===== config.mk =====
export PLATFORM = sky130hd
export DESIGN_NAME = irq_state_capture
export DESIGN_NICKNAME = d
export VERILOG_FILES = /design/src/rtl/irqcap_pkg.sv /design/src/rtl/irqcap_status_upd.sv /design/src/rtl/irqcap_slot_ip.sv /design/src/rtl/irqcap_trap_prio.sv /design/src/rtl/irq_state_capture.sv
export SDC_FILE = /design/constraint.sdc
export NUM_CORES = 1
export LEC_CHECK = 0
export BUFFER_PORTS_ARGS = -buffer_cell sky130_fd_sc_hd__buf_2
export CORE_MARGIN = 2
export CORE_UTILIZATION = 43
export DETAILED_ROUTE_END_ITERATION = 16
export PLACE_DENSITY_LB_ADDON = 0.1
export SLEW_MARGIN = 20
export SYNTH_ARGS = -nofsm -noshare
export SYNTH_HDL_FRONTEND = slang
export SYNTH_SLANG_ARGS = --single-unit
export TNS_END_PERCENT = 5

===== constraint.sdc =====
create_clock -name clk -period 1.9 [get_ports clk]
set_clock_uncertainty 0.15 [all_clocks]
set_input_delay 0.095 -clock clk [delete_from_list [all_inputs] [get_ports clk]]
set_output_delay 0.095 -clock clk [all_outputs]
set_load 0.03 [all_outputs]

===== src/rtl/irqcap_pkg.sv =====
package irqcap_pkg;

  typedef enum logic [1:0] {
    CLS_FAULT = 2'd0,
    CLS_TRAP  = 2'd1,
    CLS_EXT   = 2'd2,
    CLS_RSVD  = 2'd3
  } irq_class_e;

  localparam int SLOT_W       = 2;
  localparam int NTRAP        = 3;
  localparam int BUNDLE_BYTES = 16;
  localparam logic [SLOT_W-1:0] LAST_SLOT = 2'd2;

  // True when the instruction after this one lies in the next bundle.
  function automatic logic ends_bundle(logic [SLOT_W-1:0] slot, logic wide);
    return wide || (slot >= LAST_SLOT);
  endfunction

  // Slot of the instruction that follows.
  function automatic logic [SLOT_W-1:0] follow_slot(logic [SLOT_W-1:0] slot, logic wide);
    return ends_bundle(slot, wide) ? '0 : slot + 1'b1;
  endfunction

  // Slot reported for a fault or external interrupt.
  function automatic logic [SLOT_W-1:0] here_slot(logic [SLOT_W-1:0] slot, logic wide);
    return wide ? 2'd1 : slot;
  endfunction

endpackage


===== src/rtl/irqcap_status_upd.sv =====
module irqcap_status_upd #(
  parameter int W       = 32,
  parameter int IC_BIT  = 13,
  parameter int IE_BIT  = 14,
  parameter int END_BIT = 1
) (
  input  logic [W-1:0] cur_status,
  input  logic         inflight_valid,
  input  logic [W-1:0] inflight_status,
  input  logic         sys_endian,
  output logic [W-1:0] eff_status,
  output logic [W-1:0] handler_status,
  output logic         collect_en
);

  always_comb begin
    eff_status = inflight_valid ? inflight_status : cur_status;
    collect_en = eff_status[IC_BIT];
    handler_status          = eff_status;
    handler_status[IC_BIT]  = 1'b0;
    handler_status[IE_BIT]  = 1'b0;
    handler_status[END_BIT] = sys_endian;
  end

endmodule


===== src/rtl/irqcap_slot_ip.sv =====
module irqcap_slot_ip
  import irqcap_pkg::*;
#(
  parameter int IP_W = 64
) (
  input  logic              clk,
  input  logic              rst,
  input  logic [IP_W-1:0]   cur_ip,
  input  logic [IP_W-1:0]   alt_next_ip,
  input  logic [SLOT_W-1:0] cur_slot,
  input  logic              wide_instr,
  input  logic              alt_mode,
  input  logic              is_trap,
  output logic [SLOT_W-1:0] slot_o,
  output logic [IP_W-1:0]   ip_o,
  output logic              bundle_wrap
);

  localparam logic [IP_W-1:0] STEP = IP_W'(BUNDLE_BYTES);

  always_comb begin
    bundle_wrap = is_trap && !alt_mode && ends_bundle(cur_slot, wide_instr);
    if (alt_mode) begin
      slot_o = '0;
      ip_o   = is_trap ? alt_next_ip : cur_ip;
    end else if (is_trap) begin
      slot_o = follow_slot(cur_slot, wide_instr);
      ip_o   = bundle_wrap ? cur_ip + STEP : cur_ip;
    end else begin
      slot_o = here_slot(cur_slot, wide_instr);
      ip_o   = cur_ip;
    end
  end

  a_r6_wrap_slot_zero: assert property (@(posedge clk) disable iff (rst)
    bundle_wrap |-> (slot_o == '0) && (ip_o != cur_ip));

  a_r7_alt_slot_zero: assert property (@(posedge clk) disable iff (rst)
    alt_mode |-> slot_o == '0);

  a_r5_wide_here: assert property (@(posedge clk) disable iff (rst)
    (!is_trap && !alt_mode && wide_instr) |-> (slot_o == 2'd1) && (ip_o == cur_ip));

endmodule


===== src/rtl/irqcap_trap_prio.sv =====
module irqcap_trap_prio #(
  parameter int N = 3
) (
  input  logic         clk,
  input  logic         rst,
  input  logic [N-1:0] req,
  output logic [N-1:0] sel
);

  logic [N:0] higher;
  assign higher[0] = 1'b0;

  for (genvar i = 0; i < N; i++) begin : g_rank
    assign sel[i]      = req[i] & ~higher[i];
    assign higher[i+1] = higher[i] | req[i];
  end

  a_r9_onehot: assert property (@(posedge clk) disable iff (rst)
    $onehot0(sel));

  a_r9_subset: assert property (@(posedge clk) disable iff (rst)
    (sel & ~req) == '0);

  a_r9_any_taken: assert property (@(posedge clk) disable iff (rst)
    (req != '0) |-> (sel != '0));

endmodule


===== src/rtl/irq_state_capture.sv =====
module irq_state_capture
  import irqcap_pkg::*;
#(
  parameter int STAT_W  = 32,
  parameter int IP_W    = 64,
  parameter int IC_BIT  = 13,
  parameter int IE_BIT  = 14,
  parameter int END_BIT = 1
) (
  input  logic              clk,
  input  logic              rst,
  input  logic              deliver,
  input  logic [1:0]        irq_class,
  input  logic [STAT_W-1:0] cur_status,
  input  logic              inflight_valid,
  input  logic [STAT_W-1:0] inflight_status,
  input  logic              sys_endian,
  input  logic [IP_W-1:0]   cur_ip,
  input  logic [IP_W-1:0]   alt_next_ip,
  input  logic [1:0]        cur_slot,
  input  logic              wide_instr,
  input  logic              alt_mode,
  input  logic [2:0]        trap_req,
  output logic [STAT_W-1:0] saved_status,
  output logic [IP_W-1:0]   saved_ip,
  output logic [1:0]        saved_slot,
  output logic [2:0]        trap_code,
  output logic [2:0]        trap_sel,
  output logic [STAT_W-1:0] new_status
);

  irq_class_e        cls;
  logic              is_trap;
  logic [STAT_W-1:0] eff_status;
  logic [STAT_W-1:0] handler_status;
  logic              collect_en;
  logic              capture_ok;
  logic [SLOT_W-1:0] slot_next;
  logic [IP_W-1:0]   ip_next;
  logic              bundle_wrap;
  logic [NTRAP-1:0]  code_next;
  logic [NTRAP-1:0]  sel_next;

  assign cls        = irq_class_e'(irq_class);
  assign is_trap    = (cls == CLS_TRAP);
  assign code_next  = is_trap ? trap_req : '0;
  assign capture_ok = deliver && collect_en;

  irqcap_status_upd #(
    .W(STAT_W), .IC_BIT(IC_BIT), .IE_BIT(IE_BIT), .END_BIT(END_BIT)
  ) u_status (
    .cur_status     (cur_status),
    .inflight_valid (inflight_valid),
    .inflight_status(inflight_status),
    .sys_endian     (sys_endian),
    .eff_status     (eff_status),
    .handler_status (handler_status),
    .collect_en     (collect_en)
  );

  irqcap_slot_ip #(.IP_W(IP_W)) u_slot_ip (
    .clk        (clk),
    .rst        (rst),
    .cur_ip     (cur_ip),
    .alt_next_ip(alt_next_ip),
    .cur_slot   (cur_slot),
    .wide_instr (wide_instr),
    .alt_mode   (alt_mode),
    .is_trap    (is_trap),
    .slot_o     (slot_next),
    .ip_o       (ip_next),
    .bundle_wrap(bundle_wrap)
  );

  irqcap_trap_prio #(.N(NTRAP)) u_prio (
    .clk(clk),
    .rst(rst),
    .req(code_next),
    .sel(sel_next)
  );

  // Auxiliary state: written only when collection is enabled.
  always_ff @(posedge clk) begin
    if (rst) begin
      saved_status <= '0;
      saved_ip     <= '0;
      saved_slot   <= '0;
    end else if (capture_ok) begin
      saved_status <= eff_status;
      saved_ip     <= ip_next;
      saved_slot   <= slot_next;
    end
  end

  // Always written on delivery.
  always_ff @(posedge clk) begin
    if (rst) begin
      trap_code  <= '0;
      trap_sel   <= '0;
      new_status <= '0;
    end else if (deliver) begin
      trap_code  <= code_next;
      trap_sel   <= sel_next;
      new_status <= handler_status;
    end
  end

  a_r2_idle_hold: assert property (@(posedge clk) disable iff (rst)
    !deliver |=> $stable(saved_status) && $stable(saved_ip) && $stable(saved_slot)
                 && $stable(trap_code) && $stable(trap_sel) && $stable(new_status));

  a_r3_no_collect: assert property (@(posedge clk) disable iff (rst)
    (deliver && !collect_en) |=> $stable(saved_status) && $stable(saved_ip)
                                 && $stable(saved_slot));

  a_r4_copy: assert property (@(posedge clk) disable iff (rst)
    (deliver && collect_en) |=> saved_status == $past(eff_status));

  a_r10_enables_off: assert property (@(posedge clk) disable iff (rst)
    deliver |=> !new_status[IC_BIT] && !new_status[IE_BIT]
                && (new_status[END_BIT] == $past(sys_endian)));

  a_r8_code_class: assert property (@(posedge clk) disable iff (rst)
    (deliver && !is_trap) |=> (trap_code == '0) && (trap_sel == '0));

  a_r9_sel_in_code: assert property (@(posedge clk) disable iff (rst)
    (trap_sel & ~trap_code) == '0);

endmodule


==> impl_metrics.env <==
export IMPL_status="finished, final reports clean"
export IMPL_use_met2_pct=56.0
export IMPL_fin_ws_ns=0.0412
export IMPL_ir_drop_mv=0.729
export IMPL_rr_worst_depth=3
export IMPL_final_hold_violation_count=0
export IMPL_post_place_cells=1510
export IMPL_grt_max_degree=74
export IMPL_vias=9511
export IMPL_period_minus_slack_ns=1.86
export IMPL_syn_area_per_cell_um2=8.02
export IMPL_portBuffers=339
export IMPL_busiest_layer="met2"
export IMPL_clockBufferDepth=2
export IMPL_holdPathStages=4
export IMPL_fillers=1314
export IMPL_slew_violations=0
export IMPL_detail_route_first_pass_iterations=5
export IMPL_area_delta_synth_final_pct=67.0
export IMPL_grt_pass1_wl_um=48500
export IMPL_r2r_end="saved_ip[2]"
export IMPL_synth_cells=911
export IMPL_max_freq_mhz=538
export IMPL_clk_pin_slew_worst_paths_ns=0.07
export IMPL_synth_cell_type_count=71
export IMPL_hold_path_startpoint="cur_ip[13]"
export IMPL_yosys_top_cells_area="dfxtp_1 36%, mux2i_1 7.9%, a211oi_1 7.3%"
export IMPL_drc_errors=0
export IMPL_final_setup_viol_count=0
export IMPL_ys_ff_latch=133
export IMPL_initialDrtViolationCount=680
export IMPL_netlist_area_um2=7310
export IMPL_hold_slack_ns=0.00844
export IMPL_seq_area_frac_synth_pct=36.4
export IMPL_grt_ovfl_total=0
export IMPL_async_flop_share_pct=0
export IMPL_cts_buffers_inserted=17
export IMPL_pwr_share_seq_pct=35.0
export IMPL_cts_root_buf="clkbuf_16"
export IMPL_routedWlPerCell_um=18.5
export IMPL_coreArea_um2=16600
export IMPL_cts_sinks=133
export IMPL_powerDensity_nw_per_um2=722
export IMPL_grt_pass1_vias=9320
export IMPL_final_cell_mix="338 x buf_2, 159 x dlygate4sd3_1, 133 x dfxtp_1, 117 x nor2_1, 106 x buf_4"
export IMPL_worst_path_max_fanout=3
export IMPL_required_ns=2.05
export IMPL_diodes=0
export IMPL_worstSetupStartpointType="input port"
export IMPL_cts_tree="built"
export IMPL_grt_usage_pct=33.7
export IMPL_drive_above_1_share_pct=35.2
export IMPL_synth_top_area_cell="dfxtp_1"
export IMPL_rows=47
export IMPL_die_w_um=134
export IMPL_r2r_setup_slack_ns=0.46
export IMPL_pwr_share_comb_pct=24.8
export IMPL_p_clk_share_pct=40.1
export IMPL_p_total_w=0.00881
export IMPL_synth_edf_count=0
export IMPL_final_common_cell="buf_2"
export IMPL_die_h_um=134
export IMPL_cts_setup_buffers=0
export IMPL_holdPathEnd="saved_ip[13]"
export IMPL_arrival_ns=2.01
export IMPL_grtUsageMet3_pct=6.54
export IMPL_final_cells=1701
export IMPL_io_pins=342
export IMPL_gp_congestion=0.967
export IMPL_synth_top_area_share_pct=36.4
export IMPL_worstMarginPinSlew_ns=0.656
export IMPL_antenna_left=0
export IMPL_p_leak_nw=5.42
export IMPL_worst_setup_path_end_kind="flip-flop"
export IMPL_dp_hpwl_um=20800
export IMPL_synth_ff_type="dfxtp_1"
export IMPL_r2r_start="saved_ip[2]"
export IMPL_die_area_um2=18100
export IMPL_met1_usage_pct=40.9
export IMPL_drv_cap=0
export IMPL_path_class="in2reg"
export IMPL_p_sw_w=0.00276
export IMPL_drt_wl_total_um=31400
export IMPL_clkLatencyLatePin_ns=0.41
export IMPL_vias_per_cell=5.59
export IMPL_preCtsSetupSlack_ns=-0.229
export IMPL_synth_yosys_warnings=0
export IMPL_grt_setup_unrepaired="false"
export IMPL_fin_nets=1676
export IMPL_p_sw_share_pct=31.3
export IMPL_final_util_pct=73.6
export IMPL_initial_core_util_pct=44.1
export IMPL_antenna_found_initial=0
export IMPL_post_route_period_util_pct=97.8
export IMPL_hp_class="in2reg"
export IMPL_slew_limit_headroom_pct=56.2
export IMPL_cts_max_level=4
export IMPL_internal_power_w=0.00605
## power groups by stage
stage                     Sequential (W)  Combinational [W]  Clock, W
after global placement           0.00314            0.00183         0
after global routing             0.00310            0.00234   0.00368
after detailed placement         0.00314            0.00184         0
final                            0.00309            0.00219   0.00354
after CTS                        0.00308            0.00213   0.00356
after floorplan                  0.00351           0.000662         0
## state kept, by name, indices dropped and copies added (netlist names)
signal / flops
trap_sel: 2
saved_slot: 2
trap_code: 3
new_status: 30
saved_status: 32
saved_ip: 64
## layout make-up
cell class / instances / area, um2 / area share, %
multi-input cells: 692 / 4380 / 35.9
repair buffers: 610 / 4210 / 34.5
flip-flops and latches: 133 / 2660 / 21.8
clock buffers: 18 / 439 / 3.60
well taps: 220 / 275 / 2.25
clock inverters: 14 / 190 / 1.56
inverters: 14 / 52.6 / 0.430
## cell usage after synthesis (all sizes together), types with 2 or more instances
cell type / instances
nor4: 25
o21a: 2
and3: 4
xor2: 8
or3: 4
o211ai: 9
a221oi: 2
clkbuf: 55
a211oi: 71
o22ai: 10
o32a: 2
a31oi: 2
xnor2: 16
or2: 2
nor3: 41
o221ai: 2
mux2: 4
nand2: 74
buf: 18
o21ai: 43
a221o: 2
a22o: 2
nand4: 29
nand3: 30
nor3b: 4
and2: 3
mux2i: 58
o31a: 12
ha: 2
a21oi: 72
nor2: 119
nand2b: 7
and4: 2
a311oi: 6
o2111ai: 3
a32o: 2
dfxtp: 133
inv: 14
## critical path, stage by stage
cell           delay [ns]
dlygate4sd3_1        0.55
buf_2                0.15
nand3_2              0.12
nor4_4               0.27
buf_4                0.18
nand4_1              0.12
o31a_1               0.27
o21ai_1              0.18
a21oi_1              0.09
## per-stage QoR
step	setup TNS [ns]	cell area (um2)
after global routing	0	12200
after global placement	-5.08	9920
after floorplan	0	7320
after CTS	0	12100
after detailed placement	-6.11	9920
final	0	12200
## how the worst max path moves through the flow
| stage | start | end | slack [ns] |
|---|---|---|---|
| finish | cur_ip[47] | saved_ip[57] | 0.04 |
| global route | cur_ip[47] | saved_ip[61] | 0.003 |
| CTS | cur_ip[47] | saved_ip[57] | 0.005 |
| detailed placement | alt_mode | saved_ip[25] | -0.23 |
| global placement | alt_mode | saved_ip[25] | -0.21 |
| floorplan | alt_mode | saved_ip[54] | 0.002 |
## per-layer routing
metal	share of wire (%)	wire length (um)	up-vias
met5	0	0	-
met4	4.8	1500	0
met3	8.0	2520	115
met2	47	14900	527
met1	40	12500	4383
li1	-	-	4486
## cell families after synthesis
family	count (synthesis)	synth area share [%]
AO/OA/AOI/OAI	252	22.5
XOR/XNOR	24	2.88
adder cells (fa/ha/maj)	2	0.342
buffers and inverters	87	4.76
flip-flops	133	36.4
multiplexers	62	8.56
other	1	0.0513
AND/OR/NAND/NOR	350	24.5
## repair_timing
| item | in CTS | in global routing |
|---|---|---|
| setup endpoints to repair | 0 | 25 |
| endpoints found under the hold margin | 122 | 0 |
| hold buffers | 160 | 0 |
| gates resized for setup | 0 | 16 |
Power figures use the tool's default switching activity.
